===== config.mk =====
export PLATFORM = sky130hd
export DESIGN_NAME = gpio_edge_wake
export DESIGN_NICKNAME = d
export VERILOG_FILES = /design/src/rtl/gped_pkg.sv /design/src/rtl/gped_edge_sense.sv /design/src/rtl/gped_masks.sv /design/src/rtl/gped_sticky.sv /design/src/rtl/gpio_edge_wake.sv
export SDC_FILE = /design/constraint.sdc
export NUM_CORES = 1
export LEC_CHECK = 0
export ABC_CLOCK_PERIOD_IN_PS = 1300
export BUFFER_PORTS_ARGS = -buffer_cell sky130_fd_sc_hd__buf_2
export CAP_MARGIN = 20
export CORE_AREA = 2 2 117 176
export CTS_CLUSTER_DIAMETER = 100
export DETAILED_ROUTE_END_ITERATION = 8
export DIE_AREA = 0 0 119 178
export GPL_TIMING_DRIVEN = 1
export PLACE_DENSITY = 0.85
export SYNTH_ARGS = -nofsm -noshare
export SYNTH_HDL_FRONTEND = slang
export SYNTH_HIERARCHICAL = 1
export SYNTH_SLANG_ARGS = --single-unit

===== constraint.sdc =====
create_clock -name clk -period 1.3 [get_ports clk]
set_input_delay 0.065 -clock clk [delete_from_list [all_inputs] [get_ports clk]]
set_output_delay 0.065 -clock clk [all_outputs]
set_load 0.1 [all_outputs]

===== src/rtl/gped_pkg.sv =====
`timescale 1ns/1ps
package gped_pkg;

    typedef enum logic [2:0] {
        SEL_IRQ_RISE  = 3'd0,
        SEL_IRQ_FALL  = 3'd1,
        SEL_WAKE_RISE = 3'd2,
        SEL_WAKE_FALL = 3'd3,
        SEL_IRQ_CLR   = 3'd4,
        SEL_WAKE_CLR  = 3'd5
    } wsel_e;

    typedef enum logic {
        ST_PRIME = 1'b0,
        ST_LIVE  = 1'b1
    } det_state_e;

    localparam int NUM_MASKS = 4;

endpackage


===== src/rtl/gped_edge_sense.sv =====
`timescale 1ns/1ps
module gped_edge_sense
    import gped_pkg::*;
#(
    parameter int N_PINS = 32
) (
    input  logic              clk,
    input  logic              rst_n,
    input  logic [N_PINS-1:0] pin_lvl,
    output logic [N_PINS-1:0] rise_v,
    output logic [N_PINS-1:0] fall_v
);

    det_state_e        state_q;
    det_state_e        state_d;
    logic [N_PINS-1:0] prev_q;
    logic              live;

    // next state
    always_comb begin
        state_d = state_q;
        unique case (state_q)
            ST_PRIME: state_d = ST_LIVE;
            ST_LIVE:  state_d = ST_LIVE;
            default:  state_d = ST_PRIME;
        endcase
    end

    // state register
    always_ff @(posedge clk or negedge rst_n) begin
        if (!rst_n) state_q <= ST_PRIME;
        else        state_q <= state_d;
    end

    // outputs of the state machine
    always_comb begin
        live = 1'b0;
        unique case (state_q)
            ST_PRIME: live = 1'b0;
            ST_LIVE:  live = 1'b1;
            default:  live = 1'b0;
        endcase
    end

    always_ff @(posedge clk or negedge rst_n) begin
        if (!rst_n) prev_q <= '0;
        else        prev_q <= pin_lvl;
    end

    for (genvar g = 0; g < N_PINS; g++) begin : g_pin
        assign rise_v[g] = live &  pin_lvl[g] & ~prev_q[g];
        assign fall_v[g] = live & ~pin_lvl[g] &  prev_q[g];
    end

endmodule


===== src/rtl/gped_masks.sv =====
`timescale 1ns/1ps
module gped_masks
    import gped_pkg::*;
#(
    parameter int N_PINS = 32
) (
    input  logic              clk,
    input  logic              rst_n,
    input  logic              wr_en,
    input  logic [2:0]        wr_sel,
    input  logic [N_PINS-1:0] wr_data,
    output logic [N_PINS-1:0] irq_rise_m,
    output logic [N_PINS-1:0] irq_fall_m,
    output logic [N_PINS-1:0] wake_rise_m,
    output logic [N_PINS-1:0] wake_fall_m
);

    logic [N_PINS-1:0] mask_q [NUM_MASKS];

    // mask index k is written by selector value k (0..3)
    for (genvar k = 0; k < NUM_MASKS; k++) begin : g_mask
        always_ff @(posedge clk or negedge rst_n) begin
            if (!rst_n)
                mask_q[k] <= '0;
            else if (wr_en && (wr_sel == 3'(k)))
                mask_q[k] <= wr_data;
        end
    end

    assign irq_rise_m  = mask_q[SEL_IRQ_RISE];
    assign irq_fall_m  = mask_q[SEL_IRQ_FALL];
    assign wake_rise_m = mask_q[SEL_WAKE_RISE];
    assign wake_fall_m = mask_q[SEL_WAKE_FALL];

endmodule


===== src/rtl/gped_sticky.sv =====
`timescale 1ns/1ps
module gped_sticky #(
    parameter int N_PINS = 32
) (
    input  logic              clk,
    input  logic              rst_n,
    input  logic [N_PINS-1:0] set_v,
    input  logic [N_PINS-1:0] clr_v,
    output logic [N_PINS-1:0] status,
    output logic              any
);

    logic [N_PINS-1:0] stat_q;

    // a new event outranks a clear of the same bit
    always_ff @(posedge clk or negedge rst_n) begin
        if (!rst_n) stat_q <= '0;
        else        stat_q <= (stat_q & ~clr_v) | set_v;
    end

    assign status = stat_q;
    assign any    = |stat_q;

endmodule


===== src/rtl/gpio_edge_wake.sv =====
`timescale 1ns/1ps
module gpio_edge_wake
    import gped_pkg::*;
#(
    parameter int N_PINS = 32
) (
    input  logic              clk,
    input  logic              rst_n,
    input  logic [N_PINS-1:0] pin_lvl,
    input  logic [N_PINS-1:0] sleep_ctl,
    input  logic              wr_en,
    input  logic [2:0]        wr_sel,
    input  logic [N_PINS-1:0] wr_data,
    output logic [N_PINS-1:0] irq_status,
    output logic [N_PINS-1:0] wake_status,
    output logic              irq_o,
    output logic              wake_o
);

    logic [N_PINS-1:0] rise_v, fall_v;
    logic [N_PINS-1:0] irq_rise_m, irq_fall_m, wake_rise_m, wake_fall_m;
    logic [N_PINS-1:0] irq_ev, wake_ev, irq_clr, wake_clr;

    gped_edge_sense #(.N_PINS(N_PINS)) u_sense (
        .clk     (clk),
        .rst_n   (rst_n),
        .pin_lvl (pin_lvl),
        .rise_v  (rise_v),
        .fall_v  (fall_v)
    );

    gped_masks #(.N_PINS(N_PINS)) u_masks (
        .clk         (clk),
        .rst_n       (rst_n),
        .wr_en       (wr_en),
        .wr_sel      (wr_sel),
        .wr_data     (wr_data),
        .irq_rise_m  (irq_rise_m),
        .irq_fall_m  (irq_fall_m),
        .wake_rise_m (wake_rise_m),
        .wake_fall_m (wake_fall_m)
    );

    always_comb begin
        irq_ev   = (rise_v & irq_rise_m) | (fall_v & irq_fall_m);
        wake_ev  = ((rise_v & wake_rise_m) | (fall_v & wake_fall_m)) & ~sleep_ctl;
        irq_clr  = (wr_en && wr_sel == SEL_IRQ_CLR)  ? wr_data : '0;
        wake_clr = (wr_en && wr_sel == SEL_WAKE_CLR) ? wr_data : '0;
    end

    gped_sticky #(.N_PINS(N_PINS)) u_irq_stat (
        .clk    (clk),
        .rst_n  (rst_n),
        .set_v  (irq_ev),
        .clr_v  (irq_clr),
        .status (irq_status),
        .any    (irq_o)
    );

    gped_sticky #(.N_PINS(N_PINS)) u_wake_stat (
        .clk    (clk),
        .rst_n  (rst_n),
        .set_v  (wake_ev),
        .clr_v  (wake_clr),
        .status (wake_status),
        .any    (wake_o)
    );

endmodule


==> results of run 1 <==
==> through the flow <==
| step | instances | hold WS [ns] | power [W] | area, µm² |
|---|---|---|---|---|
| after global routing | 1411 | 0.184 | 0.0302 | 15300 |
| after CTS | 1400 | 0.148 | 0.0283 | 14800 |
| after global placement | 1255 | -0.0602 | 0.0185 | 11900 |
| after detailed placement | 1255 | -0.0598 | 0.0187 | 11900 |
| after floorplan | 761 | -0.231 | 0.0158 | 10000 |
| final | 1412 | 0.164 | 0.0294 | 15300 |
==> per-layer routing <==
layer / part of all wire / up-vias / global-route usage / wire length (µm)
li1: - / 3448 / - / -
met1: 0.36 / 4050 / 0.321 / 11800
met2: 0.54 / 396 / 0.548 / 18000
met3: 0.048 / 123 / 0.0400 / 1610
met4: 0.054 / 0 / 0.155 / 1780
met5: 0 / - / 0 / 0
==> logic make-up after synthesis <==
group | Yosys count | share of synthesized area
mux | 128 | 0.145
flops | 225 | 0.567
simple gates | 188 | 0.134
other cells | 1 | 0.000378
buf+inv | 91 | 0.0520
compound gates | 128 | 0.101
==> worst reg2reg max path, delay by kind of cell (launching register included) <==
kind            cells  cell delay [ns]
buf+inv             2             0.31
flops               1             0.55
simple gates        2             0.30
compound gates      2             0.40
==> power by group through the flow <==
stage	sequential [W]	combinational [W]	clock (W)
after floorplan	0.0142	0.00165	0
after global placement	0.00955	0.00895	0
after detailed placement	0.00968	0.00905	0
after CTS	0.00973	0.0115	0.00713
after global routing	0.0101	0.0126	0.00748
final	0.00999	0.0123	0.00713
==> state kept, by name, indices dropped and copies added, names as in the netlist <==
register and count:
u_irq_stat/status 32, u_masks/irq_fall_m 32, u_masks/irq_rise_m 32, u_masks/wake_fall_m 32, u_masks/wake_rise_m 32, u_sense/prev_q 32, u_sense/state_q 1, u_wake_stat/status 32
==> cell usage in the layout, fill, tap and decap left out, drive strengths merged, types with 16 or more instances in the layout <==
| master | n |
|---|---|
| a21o | 64 |
| a22o | 32 |
| a22oi | 32 |
| and2 | 64 |
| and3b | 64 |
| buf | 274 |
| clkbuf | 32 |
| dfrtp | 225 |
| dlygate4sd3 | 101 |
| inv | 64 |
| mux2 | 128 |
| nor2 | 32 |
| nor4 | 16 |
==> worst paths after layout <==
kind / start / endpoint / cells past startpoint
min in group clk: pin_lvl[15] / u_sense/prev_q[15] / 2
worst max-delay path: u_wake_stat/status[26] / wake_o / 5
worst max register to register: u_sense/state_q / u_wake_stat/status[1] / 6
worst min register to register: u_masks/irq_rise_m[5] / u_masks/irq_rise_m[5] / 1
worst min-delay path: rst_n / u_masks/wake_fall_m[14] / 3
max in group asynchronous: rst_n / u_irq_stat/status[16] / 3
==> repair_timing <==
action	4_1_cts	5_1_grt
hold buffers	99	3
resized for setup	278	90
cloned	4	3
pin swaps	59	53
buffers inserted	9	24
endpoints found under the setup margin	116	135
hold endpoints to repair	424	1
==> cell type report <==
cell class	instances	area share
diodes	1	0.000164
clock buffers	30	0.0433
clock inverters	10	0.0101
inverters	64	0.0157
multi-input cells	445	0.264
flip-flops and latches	225	0.375
well taps	260	0.0213
repair buffers	377	0.270
==> metrics.md, run 1 <==
| Metric | Value |
|---|---|
| Post-synthesis cell type count | `27` |
| Residual DRC | `0` |
| Master cell of the clock root buffer | `clkbuf_16` |
| Slowest Stage Delay on Critical Path | `0.44 ns` |
| Share of flip-flops with an asynchronous set or reset | `1.00` |
| Total overflow reported by the global router | `0` |
| Vias after detailed routing | `8017` |
| Area of the die | `0.0212 mm²` |
| Run status | `complete, but fails checks` |
| Crit Path Category | `reg2out` |
| Clock tree from TritonCTS | `yes` |
| Peak Freq | `478 MHz` |
| Worst min-delay path category | `in2async` |
| Total clock buffers created by CTS | `22` |
| Violation count after the first detailed-route iteration | `558` |
| Maximum number of pins on one net before global-route repair | `50` |
| Normalized max-slew margin | `0.585` |
| Via count of the first global-routing pass | `8797` |
| Setup TNS | `-17.53 ns` |
| Reported net switching power | `around 0.011 W` |
| Smallest setup slack after layout | `-0.794 ns` |
| Most repeated cell in the gate-level netlist after synthesis | `dfrtp_1` |
| Combined global-route utilization of all metal layers | `0.293` |
| Avg Vias per Cell | `~5.7` |
| Detailed placer's ending HPWL | `between 15000 and 20000 µm` |
| Average wire per cell in the routed design | `~23 µm` |
| DP Worst Slack | `-0.364 ns` |
| Layout cell share with drive strength beyond 1 | `0.495` |
| Post-synthesis register bit count | `225` |
| Total detailed-routing wirelength | `33200 µm` |
| Worst vdd rail ir drop | `between 0.0015 and 0.002 V` |
| Number of enable flip-flop cells after synthesis | `0` |
| Source-to-sink clock delay at the later pin of the worst-skew pair | `roughly 0.50 ns` |
| Core Rows | `63` |
| P_int | `0.0183 W` |
| Mean cell area of the mapped netlist | `approximately 13 µm²` |
| Maximum count of clock buffers along a single path | `3` |
| Arrival time reported for the critical path endpoint | `2.03 ns` |
| Endpoints failing setup | `78` |
| Final Util | `0.779` |
| Top cell type's share of synthesized area | `0.567` |
| CTS HTree Levels | `1` |
| First-pass GRT wire length | `47700 µm` |
| I/O Buffers | `167` |
| Weighted congestion reported at the end of routability-driven placement | `about 0.81` |
| Clock transition at the register clock pins on the worst setup and hold paths after CTS | `0.07 ns` |
| CP Max Fanout | `2` |
| Worst EP required | `~1.2 ns` |
| Top delay family on crit path | `simple AND/OR/NAND/NOR gates` |
| Y dimension of the die | `178 µm` |
| Post-synthesis instance total | `761` |
| Min Tclk post-route | `2.09 ns` |
| Part of the total power dissipated in combinational logic | `0.418` |
| Worst Setup Start Kind | `flip-flop` |
| Slowest cell on the critical path | `dfrtp_2` |
| Multi-input logic area | `0.00404 mm²` |
| Warning count from the yosys run | `6` |
| Total count of hold-check failures in the final report | `0` |
| Most numerous cell types in the synthesized netlist | `dfrtp_1 (225), mux2_2 (118), inv_1 (64), a21o_1 (62), and3b_1 (60)` |
| Skew final | `around 0.0094 ns` |
| Overall die width | `roughly 120 µm` |
| Post-Synthesis Cell Area | `0.00993 mm²` |
| Violations in the final reports | `setup timing` |
| Share of total power in the clock network | `0.242` |
| Initial standard-cell utilization of the core | `0.506` |
| Leading post-synthesis cells by cell area | `dfrtp_1 (57%), mux2_2 (13%), and3b_1 (5.3%)` |
| Worst slew pin tran | `0.621 ns` |
| Power Density | `1920 mW/mm²` |
| Buffering stage count on the worst path with inverters included | `2` |
| Sequence of cells on the critical path | `nor4_4, buf_4, nand4_1, or2_4, buf_12` |
| Area delta synth->final | `53.9%` |
| Cell type with the highest aggregate area in the netlist | `dfrtp_1` |
| Share of total power consumed by net switching | `0.379` |
| Boundary pin count | `168` |
| Slack of the worst reg-to-reg path | `-0.38 ns` |
| Layout filler cell count | `969` |
| Sequential cell area | `0.00573 mm²` |
| First-pass DRT Iterations | `5` |
| Reg power frac | `0.340` |
| Final-stage net count | `~1.2k` |
| Part of the cycle the worst path needs | `1.61` |
| Placeable core region | `slightly below 0.02 mm²` |
| Number of sinks driven by the clock tree | `roughly 230` |
| Initial antenna violation count | `0` |
| ANT nets after route | `0` |
| Maximum Capacitance Violations | `0` |
| Setup repair after global routing missed its margin | `yes` |
| CP Capture Type | `output port` |
| Final max-slew violation count | `0` |
| Fraction of the yosys area taken by sequential cells | `0.567` |
| Main synth FF type | `dfrtp_1` |
| Cell leakage power | `6.96 nW` |
| Post-synth net total | `roughly 860` |
(Power assumes the default switching activity.)
==> run 2, diff against run 1 <==
--- a/config.mk
+++ b/config.mk
@@ -8,13 +8,12 @@
 export ABC_CLOCK_PERIOD_IN_PS = 1300
 export BUFFER_PORTS_ARGS = -buffer_cell sky130_fd_sc_hd__buf_2
 export CAP_MARGIN = 20
-export CORE_AREA = 2 2 117 176
+export CORE_AREA = 2 2 116 174
 export CTS_CLUSTER_DIAMETER = 100
 export DETAILED_ROUTE_END_ITERATION = 8
-export DIE_AREA = 0 0 119 178
+export DIE_AREA = 0 0 118 176
 export GPL_TIMING_DRIVEN = 1
-export PLACE_DENSITY = 0.85
+export PLACE_DENSITY = 0.83
 export SYNTH_ARGS = -nofsm -noshare
 export SYNTH_HDL_FRONTEND = slang
-export SYNTH_HIERARCHICAL = 1
 export SYNTH_SLANG_ARGS = --single-unit
==> run 2 against run 1 <==
The flow still finishes with violations (setup timing). Power is 1.9% lower. Worst setup slack got worse by 0.055 ns. Synthesized cell count decreased by 8.1%. Critical path type unchanged. Critical endpoint is now irq_o. Largest cell class unchanged.
==> metrics.md, run 2 <==
| Metric | Value |
|---|---|
| Leading post-synthesis cells by cell area | `dfrtp_1 (60%), mux2_2 (14%), a22o_1 (8.9%)` |
| Run status | `complete, but fails checks` |
| Post-synthesis instance total | `699 (-8.1%)` |
| Share of flip-flops with an asynchronous set or reset | `1.00 (unchanged)` |
| Clock transition at the register clock pins on the worst setup and hold paths after CTS | `0.07 ns (about the same)` |
| Y dimension of the die | `176 µm (-1.1%)` |
| Initial standard-cell utilization of the core | `0.492 (-0.0143)` |
| Worst EP required | `1.24 ns (about the same)` |
| Post-synthesis register bit count | `225 (unchanged)` |
| Number of standard cells in the final layout excluding fillers | `1337 (-5.3%)` |
| DP Worst Slack | `-0.374 ns (-0.00942 ns)` |
| CTS HTree Levels | `1 (unchanged)` |
| Most repeated cell in the gate-level netlist after synthesis | `dfrtp_1` |
| Worst Setup Start Kind | `flip-flop` |
| Initial antenna violation count | `1 (+1)` |
| Power Density | `1990 mW/mm² (+3.5%)` |
| Layout filler cell count | `1051 (+8.5%)` |
| Total count of hold-check failures in the final report | `0 (unchanged)` |
| I/O Buffers | `167 (unchanged)` |
| Area delta synth->final | `53.8% (about the same)` |
| Min Tclk post-route | `2.15 ns (+0.0552 ns)` |
| Vias after detailed routing | `7586 (-5.4%)` |
| CP Capture Type | `output port` |
| Crit Path Category | `reg2out` |
| Placed Cells incl. Taps | `1191 (-5.1%)` |
| Number of enable flip-flop cells after synthesis | `0 (unchanged)` |
| Final max-slew violation count | `0 (unchanged)` |
| Maximum Capacitance Violations | `0 (unchanged)` |
| Slack of the worst reg-to-reg path | `0.09 ns (+0.47 ns)` |
| Post-synth net total | `801 (-7.2%)` |
| Core Rows | `62 (-1.6%)` |
| Commonest cells after routing, fill and taps aside | `dfrtp_1 (160), mux2_2 (121), buf_2 (100)` |
| Top cell type's share of synthesized area | `0.598 (+0.0307)` |
| Worst vdd rail ir drop | `0.00178 V (+0.51%)` |
| Maximum number of pins on one net before global-route repair | `51 (+2.0%)` |
| Maximum count of clock buffers along a single path | `3 (unchanged)` |
| Smallest setup slack after layout | `-0.849 ns (-0.0552 ns)` |
| Fraction of the yosys area taken by sequential cells | `0.598 (+0.0307)` |
| Cell type with the highest aggregate area in the netlist | `dfrtp_1` |
| Layout cell share with drive strength beyond 1 | `0.469 (-0.0258)` |
| Worst min-delay path category | `in2async` |
| Residual DRC | `0 (unchanged)` |
| Part of the cycle the worst path needs | `1.65 (+0.0424)` |
| Arrival time reported for the critical path endpoint | `2.08 ns (+0.05 ns)` |
| Detailed placer's ending HPWL | `17100 µm (-2.6%)` |
| Total clock buffers created by CTS | `22 (unchanged)` |
| Warning count from the yosys run | `0 (-6)` |
| ANT nets after route | `0 (unchanged)` |
| Weighted congestion reported at the end of routability-driven placement | `0.824 (+1.4%)` |
| Total detailed-routing wirelength | `30800 µm (-7.1%)` |
| Placeable core region | `0.0192 mm² (-2.4%)` |
| Endpoints failing setup | `18 (-77%)` |
| Clock tree from TritonCTS | `yes` |
| Cell leakage power | `6.46 nW (-7.3%)` |
| Area of the die | `0.0208 mm² (-2.0%)` |
| Boundary pin count | `168 (unchanged)` |
| Setup repair after global routing missed its margin | `yes` |
| Most numerous cell types in the synthesized netlist | `dfrtp_1 (225), mux2_2 (121), a22o_1 (96), nand2_1 (64), nor2b_1 (64)` |
| Combined global-route utilization of all metal layers | `0.290 (-0.00292)` |
| Skew final | `0.0193 ns (+0.00990 ns)` |
| First-pass DRT Iterations | `5 (unchanged)` |
| Post-synthesis cell type count | `22 (-19%)` |
| Overall power | `0.0288 W (-1.9%)` |
| First-pass GRT wire length | `46700 µm (-2.3%)` |
| Peak Freq | `465 MHz (-2.6%)` |
| Master cell of the clock root buffer | `clkbuf_16` |
| Average wire per cell in the routed design | `23.1 µm (-1.8%)` |
| Overall die width | `118 µm (-0.84%)` |
| Post-Synthesis Cell Area | `0.00942 mm² (-5.1%)` |
| Mean cell area of the mapped netlist | `13.5 µm² (+3.3%)` |
| Post-route cell area | `0.0145 mm² (-5.2%)` |
| Source-to-sink clock delay at the later pin of the worst-skew pair | `0.51 ns (about the same)` |
| Area after detailed placement | `0.0115 mm² (-3.0%)` |
| Violations in the final reports | `setup timing` |
| Violation count after the first detailed-route iteration | `427 (-23%)` |
| CP Max Fanout | `2 (unchanged)` |
| Via count of the first global-routing pass | `8508 (-3.3%)` |
| Final Util | `0.756 (-0.0227)` |
| Final-stage net count | `1166 (-5.7%)` |
| Most common cell after layout, fill and taps aside | `dfrtp_1` |
| Total overflow reported by the global router | `0 (unchanged)` |
| Number of sinks driven by the clock tree | `225 (unchanged)` |
| Main synth FF type | `dfrtp_1` |
| Avg Vias per Cell | `5.67 (about the same)` |
==> run 2: cell types whose count changed in the layout (fill, tap and decap cells not counted), sizes merged, moves of 2 or more <==
cell	before	now
a32o	0	32
nand2	0	64
bufinv	4	2
and3b	64	0
a21o	64	0
clkinvlp	0	2
and2	64	0
clkinv	6	4
nor2b	0	64
a22oi	32	0
dlygate4sd3	101	97
a22o	32	96
nor2	32	0
inv	64	32
==> run 2: worst paths after layout <==
| path | cells past startpoint | to | from |
|---|---|---|---|
| worst min register to register | 1 | u_masks.irq_rise_m[6] | u_masks.irq_rise_m[6] |
| worst max register to register | 3 | u_wake_stat.status[28] | u_sense.prev_q[28] |
| max in group asynchronous | 3 | u_wake_stat.status[13] | rst_n |
| min in group clk | 2 | u_sense.prev_q[10] | pin_lvl[10] |
| worst max-delay path | 5 | irq_o | u_irq_stat.status[13] |
| worst min-delay path | 2 | u_masks.wake_rise_m[6] | rst_n |
==> run 2: cell type report <==
cell class	instances	area (µm²)	share of cell area
flip-flops and latches	225	5730	0.396
repair buffers	370	4000	0.276
multi-input cells	413	3570	0.247
clock buffers	32	639	0.0441
well taps	256	320	0.0221
inverters	32	120	0.00829
clock inverters	8	98.8	0.00682
diodes	1	2.50	0.000173
==> run 2: per-stage QoR <==
stage	setup TNS [ns]	hold slack [ns]
finish	-2.11	0.0626
floorplan	-0.322	-0.231
global route	-2.69	0.0922
detailed placement	-5.17	0.0188
CTS	-1.98	0.0877
global placement	-4.02	0.0200
==> run 2: report_power, final <==
part           leakage, nW  switching (W)  total (W)  internal [W]
logic                 3.54        0.00711     0.0124       0.00531
registers             2.56        0.00119    0.00990       0.00871
clock network        0.357        0.00271    0.00653       0.00383
total                 6.46         0.0110     0.0288        0.0178
==> run 2: repair_timing <==
item,4_1_cts,5_1_grt
gates resized for setup,262,58
setup endpoints to repair,65,57
hold buffers,97,0
buffers inserted,9,33
pin swaps,3,0
endpoints found under the hold margin,449,0
==> run 2: critical path: stages, from the launching register on <==
cell and delay (ns):
dfrtp_4 0.50, nor4_2 0.36, buf_4 0.18, nand4_1 0.08
or2_4 0.28, buf_12 0.17
==> run 2: kinds of logic after synthesis <==
logic type | after synthesis | synth area share
and+or+nand+nor | 156 | 0.0906
other | 1 | 0.000398
DFF | 225 | 0.598
buffers and inverters | 61 | 0.0348
AOI/OAI and AO/OA | 128 | 0.123
muxes | 128 | 0.153
==> run 2: routing by layer <==
| layer | wire (µm) | global-route usage | part of all wire |
|---|---|---|---|
| met4 | 1170 | 0.121 | 0.038 |
| met3 | 1590 | 0.0459 | 0.052 |
| met2 | 17300 | 0.561 | 0.56 |
| met5 | 0 | 0 | 0 |
| met1 | 10700 | 0.312 | 0.35 |
==> run 3, diff against run 2 <==
--- a/config.mk
+++ b/config.mk
@@ -5,6 +5,7 @@
 export SDC_FILE = /design/constraint.sdc
 export NUM_CORES = 1
 export LEC_CHECK = 0
+export ABC_AREA = 1
 export ABC_CLOCK_PERIOD_IN_PS = 1300
 export BUFFER_PORTS_ARGS = -buffer_cell sky130_fd_sc_hd__buf_2
 export CAP_MARGIN = 20
@@ -13,7 +14,8 @@
 export DETAILED_ROUTE_END_ITERATION = 8
 export DIE_AREA = 0 0 118 176
 export GPL_TIMING_DRIVEN = 1
-export PLACE_DENSITY = 0.83
+export PLACE_DENSITY = 0.85
 export SYNTH_ARGS = -nofsm -noshare
 export SYNTH_HDL_FRONTEND = slang
 export SYNTH_SLANG_ARGS = --single-unit
+export TNS_END_PERCENT = 30
==> run 3 against run 2 <==
Highest routed layer unchanged. The run still ends with setup timing left. Area after synthesis is 2.7% higher. Wire length increased by 8.2%. Critical path depth is 2 higher. Register-to-register slack got worse by 0.25 ns. Utilization is 1.4 points lower. Largest power group unchanged. Via count up 29%. Power shrank 4.3%. Global-route usage is 0.81 points higher.
==> metrics.md, run 3 <==
| Metric | Value |
|---|---|
| Run status | `complete, but fails checks` |
| Violations in the final reports | `setup timing` |
| Endpoints failing setup | `54 (+36)` |
| Final-stage net count | `1537 (+32%)` |
| Area delta synth->final | `46.8%` |
| Layout cell share with drive strength beyond 1 | `0.263 (-0.206)` |
| Setup repair after global routing missed its margin | `yes` |
| Post-synthesis cell type count | `20 (-9.1%)` |
| Post-synth net total | `1212 (+51%)` |
| Warning count from the yosys run | `0 (unchanged)` |
| Peak Freq | `536 MHz (+15%)` |
| Placeable core region | `0.0192 mm² (unchanged)` |
| Initial standard-cell utilization of the core | `0.505 (+0.0135)` |
| Source-to-sink clock delay at the later pin of the worst-skew pair | `0.51 ns (about the same)` |
| Avg Vias per Cell | `5.74 (+1.2%)` |
| Detailed placer's ending HPWL | `17400 µm (+1.8%)` |
| Total clock buffers created by CTS | `21 (-4.5%)` |
| Cell type with the highest aggregate area in the netlist | `dfrtp_1` |
| ANT nets after route | `0 (unchanged)` |
| Post-synthesis instance total | `1110 (+59%)` |
| Slack of the worst reg-to-reg path | `-0.16 ns (-0.25 ns)` |
| Most common cell after layout, fill and taps aside | `nand2_1` |
| Overall power | `0.0276 W (-4.3%)` |
| Boundary pin count | `168 (unchanged)` |
| Area of the die | `0.0208 mm² (unchanged)` |
| Slowest Stage Delay on Critical Path | `0.49 ns (about the same)` |
| Residual DRC | `0 (unchanged)` |
| Worst EP required | `1.24 ns (about the same)` |
| Arrival time reported for the critical path endpoint | `1.80 ns (-0.28 ns)` |
| Leading post-synthesis cells by cell area | `dfrtp_1 (58%), o21ai_0 (11%), nand2_1 (8.5%)` |
| Post-Synthesis Cell Area | `0.00968 mm² (+2.7%)` |
| Via count of the first global-routing pass | `9976 (+17%)` |
| Main synth FF type | `dfrtp_1` |
| Worst min-delay path category | `in2async` |
| Normalized max-slew margin | `0.555` |
| Sequence of cells on the critical path | `inv_2, nand2_1, nor2_1, nand2_2, nor2_4, nand2_4, buf_12` |
| Combined global-route utilization of all metal layers | `0.299 (+0.00814)` |
| Cell leakage power | `6.90 nW (+6.9%)` |
| Clock transition at the register clock pins on the worst setup and hold paths after CTS | `0.07 ns (about the same)` |
| Part of the cycle the worst path needs | `1.44 (-0.217)` |
| Commonest cells after routing, fill and taps aside | `nand2_1 (210), o21ai_0 (208), inv_1 (190)` |
| Total count of hold-check failures in the final report | `0 (unchanged)` |
| Number of sinks driven by the clock tree | `225 (unchanged)` |
| Slowest cell on the critical path | `dfrtp_4` |
| Violation count after the first detailed-route iteration | `1041 (+140%)` |
| Multi-input logic area | `0.00321 mm² (-10%)` |
| Weighted congestion reported at the end of routability-driven placement | `0.818 (-0.82%)` |
| Post-synthesis register bit count | `225 (unchanged)` |
| Smallest setup slack after layout | `-0.567 ns (+0.283 ns)` |
| Final max-slew violation count | `0 (unchanged)` |
| Worst slew pin tran | `roughly 0.66 ns` |
| Power Density | `1940 mW/mm² (-2.4%)` |
| Total overflow reported by the global router | `0 (unchanged)` |
| Top cell type's share of synthesized area | `0.582 (-0.0159)` |
| CTS HTree Levels | `1 (unchanged)` |
| Sequential cell area | `0.00577 mm² (+0.65%)` |
| Maximum count of clock buffers along a single path | `3 (unchanged)` |
| First-pass GRT wire length | `49500 µm (+6.0%)` |
| Clock tree from TritonCTS | `yes` |
| Master cell of the clock root buffer | `clkbuf_16` |
| Core Rows | `62 (unchanged)` |
| Average wire per cell in the routed design | `19.6 µm (-15%)` |
| Mean cell area of the mapped netlist | `8.72 µm² (-35%)` |
| Number of enable flip-flop cells after synthesis | `0 (unchanged)` |
| CP Max Fanout | `2 (unchanged)` |
| CP Capture Type | `output port` |
| Total detailed-routing wirelength | `33400 µm (+8.2%)` |
| Skew final | `0.0308 ns (+0.0114 ns)` |
| Final-layout worst hold slack | `0.103 ns (+0.0402 ns)` |
| Worst vdd rail ir drop | `0.00140 V (-21%)` |
| Min Tclk post-route | `1.87 ns (-0.283 ns)` |
| Y dimension of the die | `176 µm (unchanged)` |
| Worst Setup Start Kind | `flip-flop` |
| Crit Path Category | `reg2out` |
| Final Util | `0.741 (-0.0144)` |
| Maximum Capacitance Violations | `0 (unchanged)` |
| I/O Buffers | `167 (unchanged)` |
| Share of flip-flops with an asynchronous set or reset | `1.00 (unchanged)` |
| Overall die width | `118 µm (unchanged)` |
| Maximum number of pins on one net before global-route repair | `65 (+27%)` |
| Fraction of the yosys area taken by sequential cells | `0.582 (-0.0159)` |
| Initial antenna violation count | `1 (unchanged)` |
| Most numerous cell types in the synthesized netlist | `dfrtp_1 (225), nand2_1 (219), o21ai_0 (214), inv_1 (194), nand4_1 (98)` |
| First-pass DRT Iterations | `6 (+1)` |
| Layout filler cell count | `1170 (+11%)` |
| Vias after detailed routing | `9791 (+29%)` |
| Most repeated cell in the gate-level netlist after synthesis | `dfrtp_1` |
[run 3: cell count changes in the layout (fill, tap and decap cells not counted), sizes merged, moves of 94 or more]
cell / delta
a22o: -96
o21ai: +224
mux2: -128
nand2: +158
inv: +164
nand4: +94
[run 3: worst paths after layout]
check | cells past startpoint | start | to
setup reg to reg | 5 | u_sense.state_q | u_irq_stat.status[19]
hold reg to reg | 2 | u_masks.irq_rise_m[12] | u_masks.irq_rise_m[12]
setup / recovery | 7 | u_irq_stat.status[24] | irq_o
min in group clk | 6 | wr_sel[1] | u_masks.wake_fall_m[4]
hold / removal | 2 | rst_n | u_sense.prev_q[1]
max in group asynchronous | 3 | rst_n | u_irq_stat.status[27]
[run 3: cell type report]
class | count | area share
inverters | 195 | 0.0515
diodes | 1 | 0.000176
repair buffers | 346 | 0.247
clock inverters | 4 | 0.00520
clock buffers | 32 | 0.0413
well taps | 256 | 0.0225
multi-input cells | 646 | 0.226
flip-flops and latches | 225 | 0.406
[run 3: what timing repair did]
| action | 4_1_cts | 5_1_grt |
|---|---|---|
| hold buffers | 97 | 0 |
| setup endpoints to repair | 69 | 59 |
| buffers inserted | 0 | 10 |
| resized for setup | 142 | 67 |
| endpoints found under the hold margin | 448 | 0 |
| pin swaps | 13 | 63 |
| gates cloned | 0 | 4 |
[run 3: cells by family after synthesis]
| logic type | after synthesis | share of synthesized area |
|---|---|---|
| AND/OR/NAND/NOR | 421 | 0.203 |
| buffers and inverters | 239 | 0.0989 |
| flip-flops | 225 | 0.582 |
| AO/OA/AOI/OAI | 224 | 0.116 |
| other | 1 | 0.000388 |
[run 3: critical path, delay by kind of cell (launching register included)]
kind	cells	cell delay (ns)
simple gates	5	0.56
flops	1	0.49
buf+inv	2	0.23
[run 3: layer usage]
metal | share of wire | track usage | vias up | wire (µm)
li1 | - | - | 4268 | -
met1 | 0.34 | 0.337 | 4648 | 11300
met2 | 0.51 | 0.534 | 672 | 17100
met3 | 0.080 | 0.0459 | 203 | 2660
met4 | 0.069 | 0.177 | 0 | 2320
met5 | 0 | 0 | - | 0
[run 3: report_power, final]
group	switching, W	internal, W
clock	0.00264	0.00351
sequential	0.00102	0.00870
combinational	0.00780	0.00395
[run 3: metrics by stage]
step                      area, µm²  setup WS [ns]  std cells   TNS, ns
after floorplan                9840       -0.00496       1110  -0.00496
after global placement        11700         -0.118       1558    -0.196
after detailed placement      11700         -0.139       1558    -0.236
after CTS                     13800         -0.472       1691     -1.81
after global routing          14200         -0.590       1705     -4.86
final                         14200         -0.567       1705     -3.67
